## src/rtl/useq_pkg.sv

```systemverilog
package useq_pkg;

    localparam int UADDR_W   = 12;
    localparam int UWORD_W   = 36;
    localparam int COND_W    = 4;
    localparam int STK_DEPTH = 4;

    typedef logic [UADDR_W-1:0] uaddr_t;

    typedef enum logic [2:0] {
        JC_SEQ  = 3'b000,
        JC_CND0 = 3'b001,
        JC_CND1 = 3'b010,
        JC_CND2 = 3'b011,
        JC_CND3 = 3'b100,
        JC_CALL = 3'b101,
        JC_JPOP = 3'b110,
        JC_JMP  = 3'b111
    } jc_e;

    typedef enum logic [1:0] {
        TRAP_KEEP = 2'b00,
        TRAP_OFF  = 2'b01,
        TRAP_ON0  = 2'b10,
        TRAP_ON1  = 2'b11
    } trap_e;

    typedef struct packed {
        logic        par;
        logic [16:0] spare;
        trap_e       trap;
        logic        ret_src;
        jc_e         jc;
        uaddr_t      jaddr;
    } uword_t;

    typedef struct packed {
        logic   push;
        logic   pop;
        uaddr_t push_val;
    } stk_op_t;

    function automatic logic [1:0] cond_index(jc_e code);
        logic [2:0] raw;
        raw = 3'(code) - 3'd1;
        return raw[1:0];
    endfunction

endpackage

```

## src/rtl/useq_parity_chk.sv

```systemverilog
module useq_parity_chk
    import useq_pkg::*;
(
    input  uword_t word_i,
    output logic   ok_o
);
    localparam int W = $bits(uword_t);
    logic [W-1:0] flat;

    assign flat = word_i;
    assign ok_o = ~(^flat);
endmodule

```

## src/rtl/useq_ret_stack.sv

```systemverilog
module useq_ret_stack
    import useq_pkg::*;
#(
    parameter int DEPTH = STK_DEPTH
) (
    input  logic    clk,
    input  logic    rst,
    input  stk_op_t op_i,
    output uaddr_t  top_o
);
    uaddr_t ent_q [DEPTH];

    generate
        for (genvar i = 0; i < DEPTH; i++) begin : g_ent
            uaddr_t below, above;
            if (i == 0) begin : g_top
                assign above = op_i.push_val;
            end else begin : g_mid
                assign above = ent_q[i-1];
            end
            if (i == DEPTH - 1) begin : g_bot
                assign below = '0;
            end else begin : g_inner
                assign below = ent_q[i+1];
            end

            always_ff @(posedge clk) begin
                if (rst) begin
                    ent_q[i] <= '0;
                end else if (op_i.push && op_i.pop) begin
                    if (i == 0) ent_q[i] <= op_i.push_val;
                end else if (op_i.push) begin
                    ent_q[i] <= above;
                end else if (op_i.pop) begin
                    ent_q[i] <= below;
                end
            end
        end
    endgenerate

    assign top_o = ent_q[0];
endmodule

```

## src/rtl/useq_next_sel.sv

```systemverilog
module useq_next_sel
    import useq_pkg::*;
(
    input  jc_e                jc_i,
    input  logic               ret_src_i,
    input  uaddr_t             jaddr_i,
    input  logic [COND_W-1:0]  cond_i,
    input  uaddr_t             cur_i,
    input  uaddr_t             stk_top_i,
    output uaddr_t             nxt_o,
    output stk_op_t            op_o
);
    uaddr_t inc;

    assign inc = cur_i + UADDR_W'(1);

    always_comb begin
        op_o          = '0;
        op_o.push_val = inc;
        nxt_o         = inc;
        if (ret_src_i) begin
            nxt_o     = stk_top_i;
            op_o.pop  = 1'b1;
        end else begin
            unique case (jc_i)
                JC_SEQ:  nxt_o = inc;
                JC_CALL: begin
                    nxt_o     = jaddr_i;
                    op_o.push = 1'b1;
                end
                JC_JPOP: begin
                    nxt_o    = jaddr_i;
                    op_o.pop = 1'b1;
                end
                JC_JMP:  nxt_o = jaddr_i;
                default: nxt_o = cond_i[cond_index(jc_i)] ? jaddr_i : inc;
            endcase
        end
    end
endmodule

```

## src/rtl/useq_trap_reg.sv

```systemverilog
module useq_trap_reg
    import useq_pkg::*;
(
    input  logic  clk,
    input  logic  rst,
    input  logic  en_i,
    input  trap_e ctl_i,
    output logic  trap_en_o
);
    always_ff @(posedge clk) begin
        if (rst) begin
            trap_en_o <= 1'b0;
        end else if (en_i) begin
            unique case (ctl_i)
                TRAP_KEEP:          trap_en_o <= trap_en_o;
                TRAP_OFF:           trap_en_o <= 1'b0;
                TRAP_ON0, TRAP_ON1: trap_en_o <= 1'b1;
                default:            trap_en_o <= trap_en_o;
            endcase
        end
    end
endmodule

```

## src/rtl/useq_next_addr.sv

```systemverilog
module useq_next_addr
    import useq_pkg::*;
#(
    parameter int DEPTH = STK_DEPTH
) (
    input  logic               clk,
    input  logic               rst,
    input  logic [UWORD_W-1:0] uword_i,
    input  logic [COND_W-1:0]  cond_i,
    output logic [UADDR_W-1:0] uaddr_o,
    output logic               parity_err_o,
    output logic               trap_en_o
);
    uword_t  w;
    logic    par_ok;
    logic    exec;
    uaddr_t  addr_q;
    uaddr_t  nxt;
    uaddr_t  stk_top;
    stk_op_t op_raw;
    stk_op_t op_gated;
    logic    err_q;

    assign w = uword_t'(uword_i);

    useq_parity_chk u_par (
        .word_i (w),
        .ok_o   (par_ok)
    );

    assign exec = par_ok && !err_q;

    useq_next_sel u_sel (
        .jc_i      (w.jc),
        .ret_src_i (w.ret_src),
        .jaddr_i   (w.jaddr),
        .cond_i    (cond_i),
        .cur_i     (addr_q),
        .stk_top_i (stk_top),
        .nxt_o     (nxt),
        .op_o      (op_raw)
    );

    always_comb begin
        op_gated      = op_raw;
        op_gated.push = op_raw.push && exec;
        op_gated.pop  = op_raw.pop && exec;
    end

    useq_ret_stack #(.DEPTH(DEPTH)) u_stk (
        .clk   (clk),
        .rst   (rst),
        .op_i  (op_gated),
        .top_o (stk_top)
    );

    useq_trap_reg u_trap (
        .clk       (clk),
        .rst       (rst),
        .en_i      (exec),
        .ctl_i     (w.trap),
        .trap_en_o (trap_en_o)
    );

    always_ff @(posedge clk) begin
        if (rst) begin
            addr_q <= '0;
            err_q  <= 1'b0;
        end else begin
            if (exec) addr_q <= nxt;
            if (!par_ok) err_q <= 1'b1;
        end
    end

    assign uaddr_o      = addr_q;
    assign parity_err_o = err_q;
endmodule

```

## config.mk

```make
export PLATFORM = sky130hd
export DESIGN_NAME = useq_next_addr
export DESIGN_NICKNAME = d
export VERILOG_FILES = /design/src/rtl/useq_pkg.sv /design/src/rtl/useq_parity_chk.sv /design/src/rtl/useq_ret_stack.sv /design/src/rtl/useq_next_sel.sv /design/src/rtl/useq_trap_reg.sv /design/src/rtl/useq_next_addr.sv
export SDC_FILE = /design/constraint.sdc
export NUM_CORES = 1
export LEC_CHECK = 0
export BUFFER_PORTS_ARGS = -buffer_cell sky130_fd_sc_hd__buf_2
export CELL_PAD_IN_SITES_DETAIL_PLACEMENT = 1
export CELL_PAD_IN_SITES_GLOBAL_PLACEMENT = 1
export CORE_MARGIN = 2
export CORE_UTILIZATION = 47
export CTS_CLUSTER_DIAMETER = 50
export DETAILED_ROUTE_END_ITERATION = 10
export PLACE_DENSITY = 0.86
export SLEW_MARGIN = 40
export SYNTH_ARGS = -nofsm -noshare
export SYNTH_HDL_FRONTEND = slang
export SYNTH_SLANG_ARGS = --single-unit
```

## constraint.sdc

```tcl
create_clock -name clk -period 14.62 [get_ports clk]
set_clock_uncertainty 0.05 [all_clocks]
set_input_delay 2.924 -clock clk [delete_from_list [all_inputs] [get_ports clk]]
set_output_delay 2.924 -clock clk [all_outputs]
set_load 0.05 [all_outputs]
```

* Yosys cells after proc, flatten, opt, wreduce, memory -nomap -nowiden
Memory sizes are Yosys's and may differ from the RTL's.
Cells that the tools add are included.
** Word-level totals
- Flip-flop bits (word level) :: 14
- Bits in writable memories :: 48
- Output and inout port bits :: 14
- Memories kept :: 1
- Input bits :: 42
- Logic and storage cells :: 68
** Memories
- u_stk.ent_q :: words 4, bits a word 12, rd ports 4, clocked after memory_dff 0, wr ports 4, line useq_ret_stack.sv:11 : uaddr_t ent_q [DEPTH];
** Operators by class
- Eq/ne operators :: 6
- Bitwise operators :: 11
- $add $sub $neg :: 2
- $lt $le $gt $ge :: 1
- Reductions and logical operators :: 11
- Muxes and demuxes :: 33
** Operators by type and width (number)
- 12-bit two-way mux :: 11
- 36-bit XOR reduction :: 1
- 12-bit case mux with 2 select lines :: 1
- 1-bit two-way mux :: 19
- 12-bit by 1-bit adder with 12-bit output, second input constant :: 1
- 3-bit equality test, second input constant :: 3
- 1-bit OR :: 9
- 2-bit equality test, second input constant :: 2
- 1-bit logical AND :: 4
- 3-bit zero test :: 1
- 2-bit by 3-bit < comparator with 1-bit output, second input constant :: 1
- 3-bit OR reduction :: 1
- 1-bit binary-select mux with 2-bit select :: 1
- 2-bit by 1-bit equality test with 1-bit output, second input constant :: 1
- 2-bit zero test :: 1
- 1-bit inverter :: 2
- 1-bit case mux with 2 select lines :: 1
- 2-bit AND reduction :: 1
- 2-bit OR reduction :: 1
- 2-bit by 1-bit subtractor with 2-bit output, second input constant :: 1
- 1-bit zero test :: 1

* Longest topological paths before layout
Gate-level depths: netlist (run 1).
- Depth in word-level cells :: 11
- Mapped depth :: 11
- Mapped depth without buffers :: 9

* By module
A second synthesis (run 1) with hierarchy kept.
** Unflattened totals
- Cells, all modules :: 347
- Area total of the unflattened synthesis :: 3818.7 µm²
** Modules (own cells, without submodules)
- useq_ret_stack :: seq. area each 1441.4 µm², cells each 167, times used 1, area each 2253.4 µm²
- useq_next_addr :: seq. area each 260.2 µm², cells each 58, times used 1, area each 621.8 µm²
- useq_next_sel :: seq. area each 0.0 µm², cells each 84, times used 1, area each 589.3 µm²
- useq_parity_chk :: seq. area each 0.0 µm², cells each 34, times used 1, area each 311.5 µm²
- useq_trap_reg :: seq. area each 20.0 µm², cells each 4, times used 1, area each 42.5 µm²

* Least setup slack after synthesis (run 1)
OpenSTA, ideal clock, no wires.
- Path kind :: input -> register
- Start :: in uword_i[16]
- End :: mem u_stk.ent_q[1][0] (netlist name), enable pin
- Arrival :: 6.290 ns
- Path buffers :: 0
- Library setup time :: 0.438 ns
- Setup slack :: 7.842 ns
- Stages :: 8
- Required time :: 14.132 ns
- Cell sequence :: inv_1 > ha_1 > xnor2_1 > xnor2_1 > xnor3_1 > or2_2 > mux2_4 > o21ai_0
** RTL lines
- from (decl) :: line useq_next_addr.sv:8 : input logic [UWORD_W-1:0] uword_i,
- to (decl) :: line useq_ret_stack.sv:11

==> impl_metrics.yaml, run 1 <==
logic_synthesis:
  syn_area_um2: 3390
  yosys_warnings: 0
  synth.net_count: 345
  synth.avg_cell_area_um2: 11.5
  ys_ff_latch: 62
  synth-simple-area-share_pct: 10.6
  synth_top_family_by_area: "compound AO/OA/AOI/OAI gates"
  synth_compound_area_share_pct: 15.3
  synth.distinct_cells: 39
  synthAdderAreaFrac_pct: 2.96
  synth.mux.area_fraction_pct: 5.47
  ys_seq_area_share_pct: 50.8
  postSynthCellCount: 295
  synth_xor_area_share_pct: 11.2
setup_path:
  cp.required_ns: 14.79
  worstPathMaxFanout: 19
  cpMaxStageDelayCell: "nor3_4"
  cpMostUsedCell: "xnor2_1"
  worstPathCellList: "buf_2 > inv_1 > ha_1 > xnor2_1 > xnor2_1 > xnor2_1 > xnor3_1 > mux2_4 > nor3_4 > buf_4 > and2_1"
  crit_start: "uword_i[12]"
  max_stage_delay_ns: 0.56
  critPathBufInv: 3
  critPathKind: "input pin to flip-flop"
  critPathTopFamily: "XOR/XNOR gates"
  end_kind: "flip-flop"
  reg2reg_slack_ns: 12.42
  cp.arrival_ns: 5.86
  start_kind: "input pin"
  r2r_start: "parity_err_o"
routing:
  ant_nets: 0
  first_pass_iters: 5
  drc_errors: 0
  wirelength_mm: 8.36
  vias: 2531
  wl_per_cell_um: 18.6
  vias_per_cell: 5.62
  dr.first_iter.drc_count: 147
timing:
  min_period_ns: 5.69
  period_share_pct: 38.9
  tns_ns: 0
  rsz0062_at_grt: "false"
  setup_viol: 0
  fmax_mhz: 176
  slew_headroom_pct: 48.2
  worstMarginPinSlew_ns: 0.773
  slew_viol_final: 0
  hold_violations: 0
placed_design:
  io_buffers: 55
  hpwlAfterDp_mm: 6.21
  gp_congestion: 0.792
flow_run:
  drv_cap: 0
die:
  die_w_um: 88.9
  ios: 56
  die_area_um2: 7900
  die_h_um: 88.9
  coreArea_um2: 6870
  rows: 30
  start_util_pct: 49.3
clock_tree:
  hold_buffers: 0
  cts_made_buffers: 9
  postCtsSetupRepairBufs: 0
  clkSinkCount: 62
  clk_pin_slew_ns: 0.07
  ctsResizeCount: 0
  cts_tree: "yes"
  cts_buffer_depth: 2
  htreeDepth: 3
  clock_latency_ns: 0.35
  clockRootBuffer: "clkbuf_8"
power_and_ir_drop:
  finalPower_w: 0.000720
  p_per_area_nw_per_um2: 184
  vdd_drop_max_mv: 0.108
  p_leak_nw: 1.58
grt:
  overflow: 0
  antenna_found_initial: 0
  grt_start_max_net_pins: 27
  grt_pass1_wl_mm: 13.6
  grtUsageTotal_pct: 23.3
  first_global_vias: 2549
final_layout:
  n_antenna_cell: 0
  drive_above_1_share_pct: 26.3
  nNetsFinal: 399
  area_growth_pct: 15.3
min_path:
  min_from: "u_trap.trap_en_o"
  holdCritPathClass: "flip-flop to flip-flop"
run_status:
  outcome: "completed"
final timing paths:
path / endpoint / depth (start not counted)
worst min-delay path: u_trap.trap_en_o / 2
worst min register to register: u_trap.trap_en_o / 2
worst max register to register: u_stk.ent_q[3][10] / 5
worst max-delay path: u_stk.ent_q[3][10] / 11
worst min-delay path, stage by stage, from the launching register on:
cell      delay (ns)
dfxtp_1         0.31
a21oi_1         0.11
a311oi_1        0.06
per-stage QoR:
step	utilization (%)	cell area (um^2)	instances	hold slack [ns]	setup slack, ns
after floorplan	-	3390	295	0.468	7.84
after global placement	54.2	3720	433	0.454	8.57
after detailed placement	54.4	3730	434	0.469	8.45
after CTS	56.8	3900	450	0.484	8.82
after global routing	56.8	3900	450	0.513	8.77
final	56.8	3900	450	0.482	8.93
layout by cell type (no fill, tap or decap), types with 6 or more instances in the layout:
| cell | Yosys | layout |
|---|---|---|
| a21oi_1 | 24 | 24 |
| a22o_1 | 16 | 16 |
| a22o_2 | 8 | 8 |
| a22oi_1 | 9 | 9 |
| and2_1 | 16 | 16 |
| buf_2 | 1 | 55 |
| clkbuf_8 | 0 | 9 |
| dfxtp_1 | 14 | 14 |
| edfxtp_1 | 48 | 48 |
| ha_1 | 8 | 8 |
| inv_1 | 7 | 7 |
| mux2i_1 | 10 | 10 |
| nand2_1 | 9 | 9 |
| nand3_1 | 6 | 6 |
| nor2_1 | 23 | 23 |
| o21ai_0 | 13 | 12 |
| xnor2_1 | 33 | 33 |
cell usage after synthesis:
library cell	count	share of area, %
buf_4	2	0.44
xnor2_1	33	8.5
xor2_1	5	1.3
o41ai_1	2	0.52
mux4_2	1	0.67
inv_1	7	0.78
xnor3_1	2	1.3
a21oi_1	24	3.5
dfxtp_1	14	8.3
or2_2	1	0.18
mux2_4	1	0.44
nand2b_1	3	0.55
nand4_1	3	0.55
nand3b_1	1	0.22
a211oi_1	1	0.22
buf_6	3	1.0
and3_1	3	0.55
and3b_1	1	0.26
nor3_4	1	0.48
a22o_1	16	4.1
o21ai_1	1	0.15
a22o_2	8	2.4
clkbuf_1	11	1.2
edfxtp_1	48	43
a311oi_1	1	0.26
nand3_1	6	0.89
and2_1	16	3.0
o211ai_1	1	0.22
and4_1	1	0.26
o21ai_0	13	1.9
nand2_1	9	1.0
nor2_1	23	2.5
mux2_2	3	1.0
mux2i_1	10	3.0
ha_1	8	3.0
nor2b_1	1	0.18
a22oi_1	9	2.0
mux2i_2	1	0.41
buf_2	1	0.15
metal layers:
metal  track usage, %  up-vias  wire (um)
li1                 -     1192          -
met1             31.3     1242       3650
met2             37.0       81       4100
met3             5.60       16        425
met4             8.54        0        178
met5                0        -          0
final cells by class:
| cell class | instances | area (um^2) |
|---|---|---|
| clock buffer | 10 | 128 |
| clock inverter | 6 | 38.8 |
| fill | 756 | 2970 |
| inverter | 7 | 26.3 |
| multi-input combinational | 209 | 1560 |
| sequential | 62 | 1720 |
| tap | 96 | 120 |
| timing repair buffer | 60 | 313 |
power breakdown:
part	switching, W	internal, W
clock network	0.0000696	0.0000608
registers	0.0000506	0.000270
logic	0.000175	0.0000937
sequential cells by signal (all words and copies together) (netlist names):
signal,count
u_stk.ent_q,48
uaddr_o,12
parity_err_o,1
u_trap.trap_en_o,1
logic make-up after synthesis:
logic type               count (synthesis)
AO/OA/AOI/OAI                           76
AND/OR/NAND/NOR                         69
multiplexers                            16
adder cells (fa/ha/maj)                  8
XOR/XNOR                                40
buffers and inverters                   24
flip-flops                              62
Power figures use the tool's default switching activity.
==> inputs of run 2 (changes only) <==
- CORE_UTILIZATION: 47 -> 45
- PLACE_DENSITY: 0.86 -> 0.83
- clock period: 14.62 -> 5.64 ns (I/O delays scaled with it)
==> impl_metrics.yaml, run 2 (synthesized netlist as in run 1, its figures left out) <==
routing:
  drc_errors: 0
  first_pass_iters: 4
  vias_per_cell: 5.58
  wl_per_cell_um: 17.7
  ant_nets: 0
  dr.first_iter.drc_count: 136
  wirelength_mm: 8.03
  vias: 2532
setup_path:
  reg2reg_depth: 5
  r2r_end: "u_stk.ent_q[1][2]"
  r2r_start: "parity_err_o"
  cp.arrival_ns: 3.86
  start_kind: "input pin"
  worstPathMaxFanout: 26
  end_kind: "flip-flop"
  cp.required_ns: 5.80
  reg2reg_slack_ns: 3.58
  critPathKind: "input pin to flip-flop"
power_and_ir_drop:
  vdd_drop_max_mv: 0.300
  p_leak_nw: 1.58
  finalPower_w: 0.00187
  p_per_area_nw_per_um2: 477
timing:
  fmax_mhz: 271
  hold_violations: 0
  rsz0062_at_grt: "false"
  slew_headroom_pct: 65.3
  slew_viol_final: 0
  setup_viol: 0
  period_share_pct: 65.5
  worstMarginPinSlew_ns: 0.520
  tns_ns: 0
  min_period_ns: 3.70
clock_tree:
  postCtsSetupRepairBufs: 0
  hold_buffers: 0
  cts_made_buffers: 9
  htreeDepth: 3
  cts_buffer_depth: 2
  clock_latency_ns: 0.34
  clkSinkCount: 62
  clockRootBuffer: "clkbuf_8"
  cts_tree: "yes"
  clk_pin_slew_ns: 0.07
  ctsResizeCount: 0
final_layout:
  final_cell_mix: "buf_2, edfxtp_1, xnor2_1"
  largest_register: "u_stk.ent_q"
  n_antenna_cell: 0
  nNetsFinal: 400
  largest_reg_flops: 48
  design_area_um2: 3910
  area_growth_pct: 15.6
  drive_above_1_share_pct: 26.8
  final_common_cell: "buf_2"
  fillCellCount: 826
min_path:
  min_from: "u_trap.trap_en_o"
  whs_path_depth: 2
  min_to: "u_trap.trap_en_o"
  holdCritPathClass: "flip-flop to flip-flop"
grt:
  antenna_found_initial: 0
  grt_pass1_wl_mm: 13.0
  overflow: 0
  grt_start_max_net_pins: 37
  grtUsageTotal_pct: 20.1
  first_global_vias: 2526
die:
  rows: 31
  ios: 56
  coreArea_um2: 7250
  start_util_pct: 46.7
  die_w_um: 90.7
  die_h_um: 90.7
  die_area_um2: 8230
placed_design:
  gp_congestion: 0.787
  dpl-instance-area_um2: 3740
  io_buffers: 55
  hpwlAfterDp_mm: 5.96
flow_run:
  drv_cap: 0
run_status:
  outcome: "completed"
run 2: cell count changes in the layout (fill, tap and decap cells not counted):
cell        delta
buf_4          +1
clkbuf_1       -1
clkinv_2       -1
clkinvlp_4     +1
inv_6          +1
o21ai_2        +1
o21ai_4        -1
run 2: how the worst max path moves through the flow:
stage,slack (ns),startpoint,endpoint,cells past startpoint
3_5_place_dp,1.61,uword_i[12],u_stk.ent_q[2][0],11
2_1_floorplan,0.66,uword_i[16],u_stk.ent_q[1][0],8
5_1_grt,1.71,uword_i[12],u_stk.ent_q[1][7],11
4_1_cts,1.95,uword_i[12],u_stk.ent_q[1][7],11
6_report,1.94,uword_i[12],u_stk.ent_q[1][2],11
3_3_place_gp,1.37,uword_i[12],u_stk.ent_q[1][0],11
run 2: report_power, final:
| part | leakage (nW) | switching (W) | internal, W |
|---|---|---|---|
| Clock | 0.0816 | 0.000185 | 0.000160 |
| Combinational | 0.878 | 0.000444 | 0.000244 |
| Sequential | 0.624 | 0.000135 | 0.000699 |
run 2: layout make-up:
type	count	area, um^2	share of cell area, %
timing repair buffer	61	320	8.18
clock inverter	7	50.0	1.28
clock buffer	9	124	3.16
tap	99	124	3.16
sequential	62	1720	44.0
inverter	7	26.3	0.671
multi-input combinational	209	1550	39.5
run 2: layer usage:
metal  GRT usage (%)  up-vias  wire length [um]
li1                -     1197                 -
met1            27.8     1262              3780
met2            32.2       64              3810
met3            4.09        9               339
met4            5.64        0               100
met5               0        -                 0
run 2: through the flow:
step | worst slack, ns | hold slack [ns] | utilization [%] | std cells
after global placement | 1.37 | 0.456 | 51.5 | 438
final | 1.94 | 0.490 | 54.0 | 454
after global routing | 1.71 | 0.504 | 54.0 | 454
after floorplan | 0.658 | 0.468 | - | 295
after CTS | 1.95 | 0.485 | 54.0 | 454
after detailed placement | 1.61 | 0.471 | 51.6 | 438
run 2: worst max-delay path, cell delays in order:
cell,delay [ns]
buf_2,0.13
inv_1,0.07
ha_1,0.33
xnor2_1,0.21
xnor2_1,0.16
xnor2_1,0.17
xnor3_1,0.40
mux2i_2,0.18
buf_4,0.28
and3_2,0.56
a22o_2,0.23
==> inputs of run 3 (changes only) <==
- clock period: 5.64 -> 3.8 ns (I/O delays scaled with it)
==> impl_metrics.yaml, run 3 (synthesized netlist as in run 1, its figures left out) <==
final_layout:
  n_antenna_cell: 0
  drive_above_1_share_pct: 26.9
  final_common_cell: "buf_2"
  final_cell_mix: "buf_2, edfxtp_1, xnor2_1"
  largest_register: "u_stk.ent_q"
  nNetsFinal: 402
  fillCellCount: 801
  area_growth_pct: 17.7
  seqCellArea_um2: 1720
  multi_input_area_um2: 1550
  largest_reg_flops: 48
  fin_util_pct: 55.0
placed_design:
  hpwlAfterDp_mm: 6.15
  io_buffers: 55
  pre_cts_slack_ns: 0.269
  gp_congestion: 0.778
die:
  start_util_pct: 46.7
  ios: 56
  die_w_um: 90.7
  coreArea_um2: 7250
  die_area_um2: 8230
  die_h_um: 90.7
  rows: 31
timing:
  slew_viol_final: 0
  fin_ws_ns: 0.612
  min_period_ns: 3.19
  tns_ns: 0
  period_share_pct: 83.9
  fin_hold_ws_ns: 0.472
  rsz0062_at_grt: "false"
  fmax_mhz: 314
  slew_headroom_pct: 63.6
  hold_violations: 0
  setup_viol: 0
  worstMarginPinSlew_ns: 0.546
routing:
  wl_per_cell_um: 18.1
  drc_errors: 0
  first_pass_iters: 4
  wl_met1_mm: 3.80
  dr.first_iter.drc_count: 135
  vias_per_cell: 5.39
  wl_met2_mm: 3.89
  vias: 2458
  dr.max_layer_used: "met4"
  wirelength_mm: 8.27
  wl_met3_um: 459
  ant_nets: 0
clock_tree:
  clockRootBuffer: "clkbuf_8"
  clock_latency_ns: 0.33
  cts_made_buffers: 9
  ctsResizeCount: 0
  htreeDepth: 3
  clk_pin_slew_ns: 0.08
  clkSinkCount: 62
  postCtsSetupRepairBufs: 0
  cts_buffer_depth: 2
  hold_buffers: 0
  cts_tree: "yes"
grt:
  overflow: 0
  grt_pass1_wl_mm: 13.8
  antenna_found_initial: 0
  first_global_vias: 2608
  grt_start_max_net_pins: 37
  grtUsageTotal_pct: 21.5
setup_path:
  cp.arrival_ns: 3.33
  cp.required_ns: 3.95
  max_stage_delay_ns: 0.49
  critPathTopFamily: "XOR/XNOR gates"
  critPathBufInv: 3
  worstPathMaxFanout: 13
  worstPathCellList: "buf_2 > inv_1 > ha_1 > xnor2_1 > xnor2_1 > xnor2_1 > xnor3_1 > mux2i_2 > and3_1 > buf_6 > a22o_1"
  critPathKind: "input pin to flip-flop"
  start_kind: "input pin"
  cpMaxStageDelayCell: "and3_1"
  end_kind: "flip-flop"
  cpMostUsedCell: "xnor2_1"
power_and_ir_drop:
  vdd_drop_max_mv: 0.424
  p_per_area_nw_per_um2: 738
  p_leak_nw: 1.63
flow_run:
  drv_cap: 0
min_path:
  holdCritPathClass: "flip-flop to flip-flop"
run_status:
  outcome: "completed"
## run 3: path summary, 6_finish.rpt
kind | slack [ns] | endpoint | startpoint | cells past startpoint
min reg2reg | 0.47 | u_trap.trap_en_o | u_trap.trap_en_o | 2
max reg2reg | 1.79 | uaddr_o[10] | uaddr_o[2] | 7
max | 0.61 | u_stk.ent_q[2][9] | uword_i[12] | 11
min | 0.47 | u_trap.trap_en_o | u_trap.trap_en_o | 2
## run 3: cell type report
cell class	instances	share of cell area, %
Multi-Input combinational cell	209	38.8
Tap cell	99	3.11
Clock buffer	9	3.11
Timing Repair Buffer	63	8.51
Sequential cell	62	43.2
Clock inverter	7	2.64
Inverter	7	0.659
## run 3: tightest hold or removal path: cells and delay by family (launching register included)
| family | cells | cell delay, ns |
|---|---|---|
| AOI/OAI and AO/OA | 2 | 0.17 |
| DFF | 1 | 0.31 |
## run 3: per-stage QoR
| stage | power [W] | instance area (um^2) | std cells |
|---|---|---|---|
| after global routing | 0.00310 | 3990 | 456 |
| after global placement | 0.00222 | 3750 | 439 |
| after floorplan | 0.00194 | 3390 | 295 |
| final | 0.00294 | 3990 | 456 |
| after detailed placement | 0.00228 | 3760 | 440 |
| after CTS | 0.00296 | 3990 | 456 |
## run 3: report_power, final
group          internal, W  switching (W)  leakage, nW
clock network     0.000379       0.000289        0.112
registers          0.00104       0.000196        0.624
logic             0.000370       0.000671        0.890
## run 3: routing by layer
metal  up-vias  global-route usage [%]
met1      1180                    29.4
met2        73                    34.6
li1       1196                       -
met5         -                       0
met4         0                    7.44
met3         9                    3.67
